===== src/rtl/ptw_pkg.sv =====
package ptw_pkg;
    localparam int VA_BITS   = 64;
    localparam int PA_BITS   = 52;
    localparam int IDX_BITS  = 9;
    localparam int OFF_BITS  = 12;
    localparam int ENT_BITS  = 64;
    localparam int LEVELS    = 5;

    typedef enum logic [1:0] {
        CAUSE_NONE       = 2'd0,
        CAUSE_NONCANON   = 2'd1,
        CAUSE_NOTPRESENT = 2'd2
    } cause_e;

    typedef enum logic [1:0] {
        ST_IDLE,
        ST_ISSUE,
        ST_WAIT,
        ST_DONE
    } walk_state_e;
endpackage


===== src/rtl/ptw_canon.sv =====
module ptw_canon #(
    parameter int VA_W    = 64,
    parameter int MSB_LO  = 47,
    parameter int MSB_HI  = 56
) (
    input  logic [VA_W-1:0] vaddr,
    input  logic            five,
    output logic            ok
);
    logic [VA_W-1-MSB_LO:0] upper_lo;
    logic [VA_W-1-MSB_HI:0] upper_hi;
    logic                   ok_lo;
    logic                   ok_hi;

    always_comb begin
        upper_lo = vaddr[VA_W-1:MSB_LO];
        upper_hi = vaddr[VA_W-1:MSB_HI];
        ok_lo    = (&upper_lo) | ~(|upper_lo);
        ok_hi    = (&upper_hi) | ~(|upper_hi);
        ok       = five ? ok_hi : ok_lo;
    end
endmodule


===== src/rtl/ptw_mode_reg.sv =====
module ptw_mode_reg #(
    parameter int DATA_W   = 64,
    parameter int MODE_BIT = 12
) (
    input  logic              clk,
    input  logic              rst_n,
    input  logic              wr_en,
    input  logic [DATA_W-1:0] wr_data,
    input  logic              long_mode,
    output logic              mode_q,
    output logic              err_q
);
    logic wr_bit;
    logic refuse;

    always_comb begin
        wr_bit = wr_data[MODE_BIT];
        refuse = wr_en && long_mode && (wr_bit != mode_q);
    end

    always_ff @(posedge clk) begin
        if (!rst_n) begin
            mode_q <= 1'b0;
            err_q  <= 1'b0;
        end else begin
            err_q <= refuse;
            if (wr_en && !refuse) begin
                mode_q <= wr_bit;
            end
        end
    end
endmodule


===== src/rtl/ptw_fsm.sv =====
module ptw_fsm
    import ptw_pkg::*;
#(
    parameter int VA_W    = 64,
    parameter int PA_W    = 52,
    parameter int IDX_W   = 9,
    parameter int OFF_W   = 12,
    parameter int ENT_W   = 64,
    parameter int LVL_MAX = 5,
    localparam int FRAME_W = PA_W - OFF_W,
    localparam int ENT_SH  = OFF_W - IDX_W,
    localparam int LVL_W   = $clog2(LVL_MAX + 1)
) (
    input  logic               clk,
    input  logic               rst_n,
    input  logic               req_valid,
    output logic               req_ready,
    input  logic [VA_W-1:0]    req_vaddr,
    input  logic [FRAME_W-1:0] req_root_frame,
    input  logic               canon_ok,
    input  logic               mode,
    output logic               walk_five,
    output logic               mem_req_valid,
    input  logic               mem_req_ready,
    output logic [PA_W-1:0]    mem_req_addr,
    input  logic               mem_rsp_valid,
    input  logic [ENT_W-1:0]   mem_rsp_data,
    output logic               done_valid,
    output logic               done_fault,
    output logic [1:0]         done_cause,
    output logic [LVL_W-1:0]   done_level,
    output logic [PA_W-1:0]    done_paddr
);
    localparam logic [LVL_W-1:0] TOP_FIVE = LVL_W'(LVL_MAX);
    localparam logic [LVL_W-1:0] TOP_FOUR = LVL_W'(LVL_MAX - 1);
    localparam logic [LVL_W-1:0] LVL_ONE  = LVL_W'(1);

    walk_state_e        state_q, state_d;
    logic [VA_W-1:0]    va_q;
    logic [FRAME_W-1:0] base_q;
    logic [LVL_W-1:0]   lvl_q;
    logic               five_q;
    logic [IDX_W-1:0]   idx;
    logic               present;
    logic               last_lvl;
    logic [FRAME_W-1:0] ent_frame;
    logic               accept;
    int                 shamt;

    // State register
    always_ff @(posedge clk) begin
        if (!rst_n) state_q <= ST_IDLE;
        else        state_q <= state_d;
    end

    always_comb begin
        shamt     = OFF_W + IDX_W * ((lvl_q == '0) ? 0 : (int'(lvl_q) - 1));
        idx       = IDX_W'(va_q >> shamt);
        present   = mem_rsp_data[0];
        last_lvl  = (lvl_q == LVL_ONE);
        ent_frame = mem_rsp_data[PA_W-1:OFF_W];
        accept    = (state_q == ST_IDLE) && req_valid;
    end

    // Next-state logic
    always_comb begin
        state_d = state_q;
        unique case (state_q)
            ST_IDLE:  if (req_valid)     state_d = canon_ok ? ST_ISSUE : ST_DONE;
            ST_ISSUE: if (mem_req_ready) state_d = ST_WAIT;
            ST_WAIT:  if (mem_rsp_valid) state_d = (!present || last_lvl) ? ST_DONE : ST_ISSUE;
            ST_DONE:                     state_d = ST_IDLE;
            default:                     state_d = ST_IDLE;
        endcase
    end

    // Outputs
    always_comb begin
        req_ready     = (state_q == ST_IDLE);
        mem_req_valid = (state_q == ST_ISSUE);
        done_valid    = (state_q == ST_DONE);
        mem_req_addr  = {base_q, idx, {ENT_SH{1'b0}}};
        walk_five     = five_q;
    end

    // Walk datapath
    always_ff @(posedge clk) begin
        if (!rst_n) begin
            va_q       <= '0;
            base_q     <= '0;
            lvl_q      <= '0;
            five_q     <= 1'b0;
            done_fault <= 1'b0;
            done_cause <= CAUSE_NONE;
            done_level <= '0;
            done_paddr <= '0;
        end else if (accept) begin
            va_q       <= req_vaddr;
            base_q     <= req_root_frame;
            five_q     <= mode;
            lvl_q      <= mode ? TOP_FIVE : TOP_FOUR;
            done_paddr <= '0;
            done_level <= '0;
            done_fault <= !canon_ok;
            done_cause <= canon_ok ? CAUSE_NONE : CAUSE_NONCANON;
        end else if (state_q == ST_WAIT && mem_rsp_valid) begin
            if (!present) begin
                done_fault <= 1'b1;
                done_cause <= CAUSE_NOTPRESENT;
                done_level <= lvl_q;
            end else if (last_lvl) begin
                done_fault <= 1'b0;
                done_cause <= CAUSE_NONE;
                done_paddr <= {ent_frame, va_q[OFF_W-1:0]};
            end else begin
                base_q <= ent_frame;
                lvl_q  <= lvl_q - LVL_ONE;
            end
        end
    end
endmodule


===== src/rtl/ptw_top.sv =====
module ptw_top
    import ptw_pkg::*;
#(
    parameter int VA_W     = VA_BITS,
    parameter int PA_W     = PA_BITS,
    parameter int IDX_W    = IDX_BITS,
    parameter int OFF_W    = OFF_BITS,
    parameter int ENT_W    = ENT_BITS,
    parameter int LVL_MAX  = LEVELS,
    parameter int MODE_BIT = 12,
    localparam int FRAME_W = PA_W - OFF_W,
    localparam int LVL_W   = $clog2(LVL_MAX + 1),
    localparam int MSB_LO  = OFF_W + IDX_W * (LVL_MAX - 1) - 1,
    localparam int MSB_HI  = OFF_W + IDX_W * LVL_MAX - 1
) (
    input  logic               clk,
    input  logic               rst_n,
    input  logic               cfg_wr_en,
    input  logic [63:0]        cfg_wr_data,
    input  logic               long_mode_i,
    output logic               deep_mode_o,
    output logic               cfg_err_o,
    input  logic               req_valid,
    output logic               req_ready,
    input  logic [VA_W-1:0]    req_vaddr,
    input  logic [FRAME_W-1:0] req_root_frame,
    output logic               mem_req_valid,
    input  logic               mem_req_ready,
    output logic [PA_W-1:0]    mem_req_addr,
    input  logic               mem_rsp_valid,
    input  logic [ENT_W-1:0]   mem_rsp_data,
    output logic               done_valid,
    output logic               done_fault,
    output logic [1:0]         done_cause,
    output logic [LVL_W-1:0]   done_level,
    output logic [PA_W-1:0]    done_paddr
);
    logic canon_ok;
    logic walk_five;

    ptw_mode_reg #(.DATA_W(64), .MODE_BIT(MODE_BIT)) u_mode (
        .clk       (clk),
        .rst_n     (rst_n),
        .wr_en     (cfg_wr_en),
        .wr_data   (cfg_wr_data),
        .long_mode (long_mode_i),
        .mode_q    (deep_mode_o),
        .err_q     (cfg_err_o)
    );

    ptw_canon #(.VA_W(VA_W), .MSB_LO(MSB_LO), .MSB_HI(MSB_HI)) u_canon (
        .vaddr (req_vaddr),
        .five  (deep_mode_o),
        .ok    (canon_ok)
    );

    ptw_fsm #(
        .VA_W(VA_W), .PA_W(PA_W), .IDX_W(IDX_W), .OFF_W(OFF_W),
        .ENT_W(ENT_W), .LVL_MAX(LVL_MAX)
    ) u_fsm (
        .clk            (clk),
        .rst_n          (rst_n),
        .req_valid      (req_valid),
        .req_ready      (req_ready),
        .req_vaddr      (req_vaddr),
        .req_root_frame (req_root_frame),
        .canon_ok       (canon_ok),
        .mode           (deep_mode_o),
        .walk_five      (walk_five),
        .mem_req_valid  (mem_req_valid),
        .mem_req_ready  (mem_req_ready),
        .mem_req_addr   (mem_req_addr),
        .mem_rsp_valid  (mem_rsp_valid),
        .mem_rsp_data   (mem_rsp_data),
        .done_valid     (done_valid),
        .done_fault     (done_fault),
        .done_cause     (done_cause),
        .done_level     (done_level),
        .done_paddr     (done_paddr)
    );
endmodule


===== config.mk =====
export PLATFORM = sky130hd
export DESIGN_NAME = ptw_top
export DESIGN_NICKNAME = d
export VERILOG_FILES = /design/src/rtl/ptw_pkg.sv /design/src/rtl/ptw_canon.sv /design/src/rtl/ptw_mode_reg.sv /design/src/rtl/ptw_fsm.sv /design/src/rtl/ptw_top.sv
export SDC_FILE = /design/constraint.sdc
export NUM_CORES = 1
export LEC_CHECK = 0
export ABC_AREA = 1
export BUFFER_PORTS_ARGS = -buffer_cell sky130_fd_sc_hd__buf_4
export CORE_ASPECT_RATIO = 0.5
export CORE_MARGIN = 2
export CORE_UTILIZATION = 47
export CTS_CLUSTER_DIAMETER = 200
export CTS_CLUSTER_SIZE = 16
export DETAILED_ROUTE_END_ITERATION = 16
export PLACE_DENSITY = 0.78
export SKIP_CTS_REPAIR_TIMING = 1
export SYNTH_ARGS = -nofsm -noshare
export SYNTH_HDL_FRONTEND = slang
export SYNTH_SLANG_ARGS = --single-unit
export TNS_END_PERCENT = 10

===== constraint.sdc =====
create_clock -name clk -period 5 [get_ports clk]
set_input_delay 0 -clock clk [delete_from_list [all_inputs] [get_ports clk]]
set_output_delay 0 -clock clk [all_outputs]
set_load 0.02 [all_outputs]

==> metrics.txt <==
# TYPE chip_impl_metric gauge
chip_impl_info{name="status",value="finished with violations"} 1
chip_impl_info{name="violations",value="negative hold slack, negative setup slack"} 1
chip_impl_metric{name="switching_power",unit="mW"} 3.27
chip_impl_metric{name="first_pass_grt_wire_length",unit="um"} 60300
chip_impl_metric{name="antenna_found_initial",unit=""} 3
chip_impl_info{name="cpMaxStageDelayCell",value="fa_2"} 1
chip_impl_metric{name="post_synth_instance_area",unit="um2"} 10600
chip_impl_metric{name="design_area",unit="um2"} 15200
chip_impl_metric{name="final_antenna_net_count",unit=""} 0
chip_impl_metric{name="setup_viols_final",unit=""} 9
chip_impl_metric{name="cap_violations",unit=""} 0
chip_impl_metric{name="fp.dieW",unit="um"} 216
chip_impl_info{name="crit-reg2reg-capture",value="u_fsm.done_paddr[37]$_SDFFE_PP0P_"} 1
chip_impl_metric{name="vias_per_cell",unit=""} 5.75
chip_impl_metric{name="postLayoutCoreUtil",unit=""} 0.694
chip_impl_info{name="critical_path.endpoint_type",value="primary output"} 1
chip_impl_info{name="critical-path-top-delay-family",value="simple AND/OR/NAND/NOR gates"} 1
chip_impl_metric{name="post_synthesis_instance_total",unit=""} 1777
chip_impl_info{name="timing.hold.worst_endpoint",value="u_fsm.va_q[53]$_SDFFE_PN0P_"} 1
chip_impl_metric{name="coreArea",unit="um2"} 21900
chip_impl_info{name="netlist_top_cells_area",value="dfxtp_1, nand2_1, nand3_1"} 1
chip_impl_info{name="synth_top_cells_by_count",value="nand2_1, nor2_1, nand3_1"} 1
chip_impl_metric{name="max_slew.worst_pin.slew",unit="ps"} 1110
chip_impl_info{name="cts-root-buf",value="clkbuf_16"} 1
chip_impl_metric{name="p_sw_frac",unit=""} 0.474
chip_impl_metric{name="initial_utilization",unit=""} 0.483
chip_impl_metric{name="detail_route.wirelength",unit="um"} 44900
chip_impl_metric{name="clock_power_share",unit=""} 0.202
chip_impl_info{name="tritoncts_clock_tree",value="yes"} 1
chip_impl_metric{name="worst_ep_required_time",unit="ps"} 5000
chip_impl_metric{name="synth.yosys.warnings",unit=""} 0
chip_impl_metric{name="internal_power",unit="mW"} 3.63
chip_impl_metric{name="synth_seq_area_share",unit=""} 0.320
chip_impl_metric{name="clockBufferDepth",unit=""} 2
chip_impl_metric{name="detail_route.iter0.violations",unit=""} 1487
chip_impl_metric{name="cts_num_sinks",unit=""} 169
chip_impl_metric{name="detailedPlacementHpwl",unit="um"} 26400
chip_impl_metric{name="syn-mean-instance-area",unit="um2"} 5.95
chip_impl_metric{name="critPathBufInv",unit=""} 10
chip_impl_info{name="unrepaired_setup_endpoints_after_global_routing",value="yes"} 1
chip_impl_metric{name="total_leakage_power",unit="nW"} 7.10
chip_impl_metric{name="fmax_achieved",unit="MHz"} 194
chip_impl_metric{name="buffer_ports.inserted",unit=""} 264
chip_impl_metric{name="post_synthesis_sequential_element_count",unit=""} 169
chip_impl_metric{name="slew_headroom",unit=""} 0.260
chip_impl_metric{name="synth-async-reset-ratio",unit=""} 0
chip_impl_info{name="worstHoldStart",value="req_vaddr[53]"} 1
chip_impl_metric{name="timing_max_transition_violations_final",unit=""} 0
chip_impl_metric{name="clock_latency",unit="ps"} 440
chip_impl_info{name="critPathKind",value="reg2out"} 1
chip_impl_metric{name="post-layout-total-power",unit="mW"} 6.90
chip_impl_metric{name="critical-path-max-stage-delay",unit="ps"} 390
chip_impl_metric{name="cellPowerDensity",unit="nW/um2"} 455
chip_impl_info{name="timing.critical_path.from_type",value="flop"} 1
chip_impl_metric{name="num-fill-cells",unit=""} 1736
chip_impl_metric{name="timing.hold.ws",unit="ps"} -5.00
chip_impl_metric{name="synth.top_cell.area_share",unit=""} 0.320
chip_impl_metric{name="final.setup_skew",unit="ps"} 8.33
chip_impl_metric{name="placement_row_count",unit=""} 38
chip_impl_metric{name="sequentialPowerShare",unit=""} 0.231
chip_impl_metric{name="fin_nets",unit=""} 2370
chip_impl_metric{name="grt.total_usage",unit=""} 0.319
chip_impl_metric{name="layout_setup_ws",unit="ps"} -162
chip_impl_metric{name="reg2reg_slack",unit="ps"} 2180
chip_impl_metric{name="drc",unit=""} 0
chip_impl_metric{name="worstPathArrival",unit="ps"} 5160
chip_impl_metric{name="finalCritPeriodShare",unit=""} 1.03
chip_impl_metric{name="worst_reg2reg_path_length_in_cells",unit=""} 7
chip_impl_metric{name="grt_overflow_total",unit=""} 0
chip_impl_metric{name="place.gp.congestion",unit=""} 0.942
chip_impl_metric{name="holdPathStages",unit=""} 3
chip_impl_metric{name="drt_pass1_iterations",unit=""} 9
chip_impl_metric{name="report.final.hold_viol_count",unit=""} 1
chip_impl_metric{name="clock_tree.htree_level_count",unit=""} 4
chip_impl_info{name="hold_path.class",value="in2reg"} 1
chip_impl_metric{name="layout-drive-gt1-share",unit=""} 0.194
chip_impl_metric{name="cts_made_buffers",unit=""} 17
chip_impl_metric{name="area_added_between_synthesis_and_finish",unit="%"} 43.6
chip_impl_metric{name="path_clk_slew",unit="ps"} 70
chip_impl_info{name="post-synth-top-area-cell",value="dfxtp_1"} 1
chip_impl_metric{name="io_pins",unit=""} 354
chip_impl_metric{name="via_count_of_the_first_global_routing_pass",unit=""} 11300
chip_impl_info{name="timing.rr.start",value="u_fsm.state_q[1]$_SDFFE_PN0P_"} 1
chip_impl_info{name="yosys.cell_count.top_type",value="nand2_1"} 1
chip_impl_metric{name="placed_cell_area",unit="um2"} 12600
chip_impl_metric{name="fin_crit",unit="ps"} 5160
chip_impl_metric{name="netlist_cell_types",unit=""} 36
chip_impl_info{name="synth_top_flop_cell",value="dfxtp_1"} 1
chip_impl_metric{name="routed-via-count",unit=""} 14000
chip_impl_metric{name="die_area",unit="um2"} 23800
chip_impl_metric{name="largest_net_degree_at_the_start_of_global_routing",unit=""} 100
chip_impl_metric{name="worst-path-max-fanout",unit=""} 9
chip_impl_metric{name="combPwrFrac",unit=""} 0.567
chip_impl_metric{name="detail_route.wl_per_cell",unit="um"} 18.4
chip_impl_metric{name="die_height",unit="um"} 110
chip_impl_metric{name="synth_edf_count",unit=""} 0
chip_impl_metric{name="vdd_ir_drop_max",unit="mV"} 0.454
chip_impl_metric{name="pre_cts_slack",unit="ps"} 80.6
[registers in the layout, indices dropped and copies added (netlist names)]
| register | flops |
|---|---|
| u_fsm.base_q | 40 |
| u_fsm.done_cause | 2 |
| u_fsm.done_fault | 1 |
| u_fsm.done_level | 3 |
| u_fsm.done_paddr | 52 |
| u_fsm.lvl_q | 3 |
| u_fsm.state_q | 2 |
| u_fsm.va_q | 64 |
| u_mode.err_q | 1 |
| u_mode.mode_q | 1 |
[area by class of cell]
type | count | area, um2 | share of cell area
multi-input combinational | 1392 | 6500 | 0.429
timing repair buffer | 457 | 3970 | 0.261
sequential | 169 | 3390 | 0.223
clock buffer | 19 | 453 | 0.0299
tap | 300 | 375 | 0.0247
inverter | 82 | 325 | 0.0214
clock inverter | 13 | 154 | 0.0101
antenna | 2 | 5.00 | 0.000330
[worst max-delay path by stage]
stage	startpoint	end	slack (ps)	depth (start not counted)
4_1_cts	u_fsm.lvl_q[1]$_SDFFE_PN0P_	mem_req_addr[8]	-430	33
6_report	u_fsm.lvl_q[1]$_SDFFE_PN0P_	mem_req_addr[4]	-160	32
3_5_place_dp	u_fsm.lvl_q[1]$_SDFFE_PN0P_	mem_req_addr[8]	80	33
3_3_place_gp	u_fsm.lvl_q[1]$_SDFFE_PN0P_	mem_req_addr[3]	190	31
5_1_grt	u_fsm.lvl_q[1]$_SDFFE_PN0P_	mem_req_addr[4]	-430	32
2_1_floorplan	u_fsm.lvl_q[0]$_SDFFE_PN0P_	mem_req_addr[3]	30	30
[cells in the final DEF, fill, tap and decap left out, types with 5 or more instances in the layout]
cell type      instances
clkbuf_16             20
inv_1                 66
nor4_1                 6
a31oi_1               46
nand3_1              217
nand3_2                6
buf_6                  8
buf_12                 6
dfxtp_1              167
dlygate4sd3_1        145
nand4_1               48
o21ai_1                5
nor2_4                12
buf_4                293
nand2_1              539
o21ai_0              166
nand2_2               18
ha_1                   9
nor2_1               213
inv_2                  7
a21oi_1               67
nor2_2                 9
[power by group through the flow]
| stage | Clock (mW) | Combinational, mW | Sequential (mW) |
|---|---|---|---|
| detailed placement | 0 | 3.22 | 1.61 |
| CTS | 1.40 | 3.24 | 1.58 |
| global route | 1.46 | 4.25 | 1.61 |
| finish | 1.40 | 3.91 | 1.59 |
| floorplan | 0 | 2.19 | 1.63 |
| global placement | 0 | 3.22 | 1.61 |
[logic make-up (layout without fill, tap and decap cells)]
logic type / after synthesis / after routing / synth area share
AND/OR/NAND/NOR: 1075 / 1075 / 0.429
AO/OA/AOI/OAI: 297 / 297 / 0.149
buffers and inverters: 219 / 571 / 0.0837
flip-flops: 169 / 169 / 0.320
adder cells (fa/ha/maj): 12 / 12 / 0.0149
XOR/XNOR: 4 / 4 / 0.00332
other: 1 / 6 / 0.000355
[tightest hold or removal path: stages]
cell,delay [ps]
buf_4,110
o21ai_0,140
a21oi_1,130
[metal layers]
layer / wire length, um / track usage
met1: 17400 / 0.436
met2: 20000 / 0.492
met3: 5550 / 0.0944
met4: 1870 / 0.0851
met5: 11 / 0
[metrics by stage]
| stage | cells | setup TNS [ps] |
|---|---|---|
| 2_1_floorplan | 1780 | 0 |
| 3_3_place_gp | 2230 | 0 |
| 3_5_place_dp | 2230 | 0 |
| 4_1_cts | 2262 | -3480 |
| 5_1_grt | 2434 | -3540 |
| 6_report | 2434 | -950 |
(Power assumes the default switching activity.)
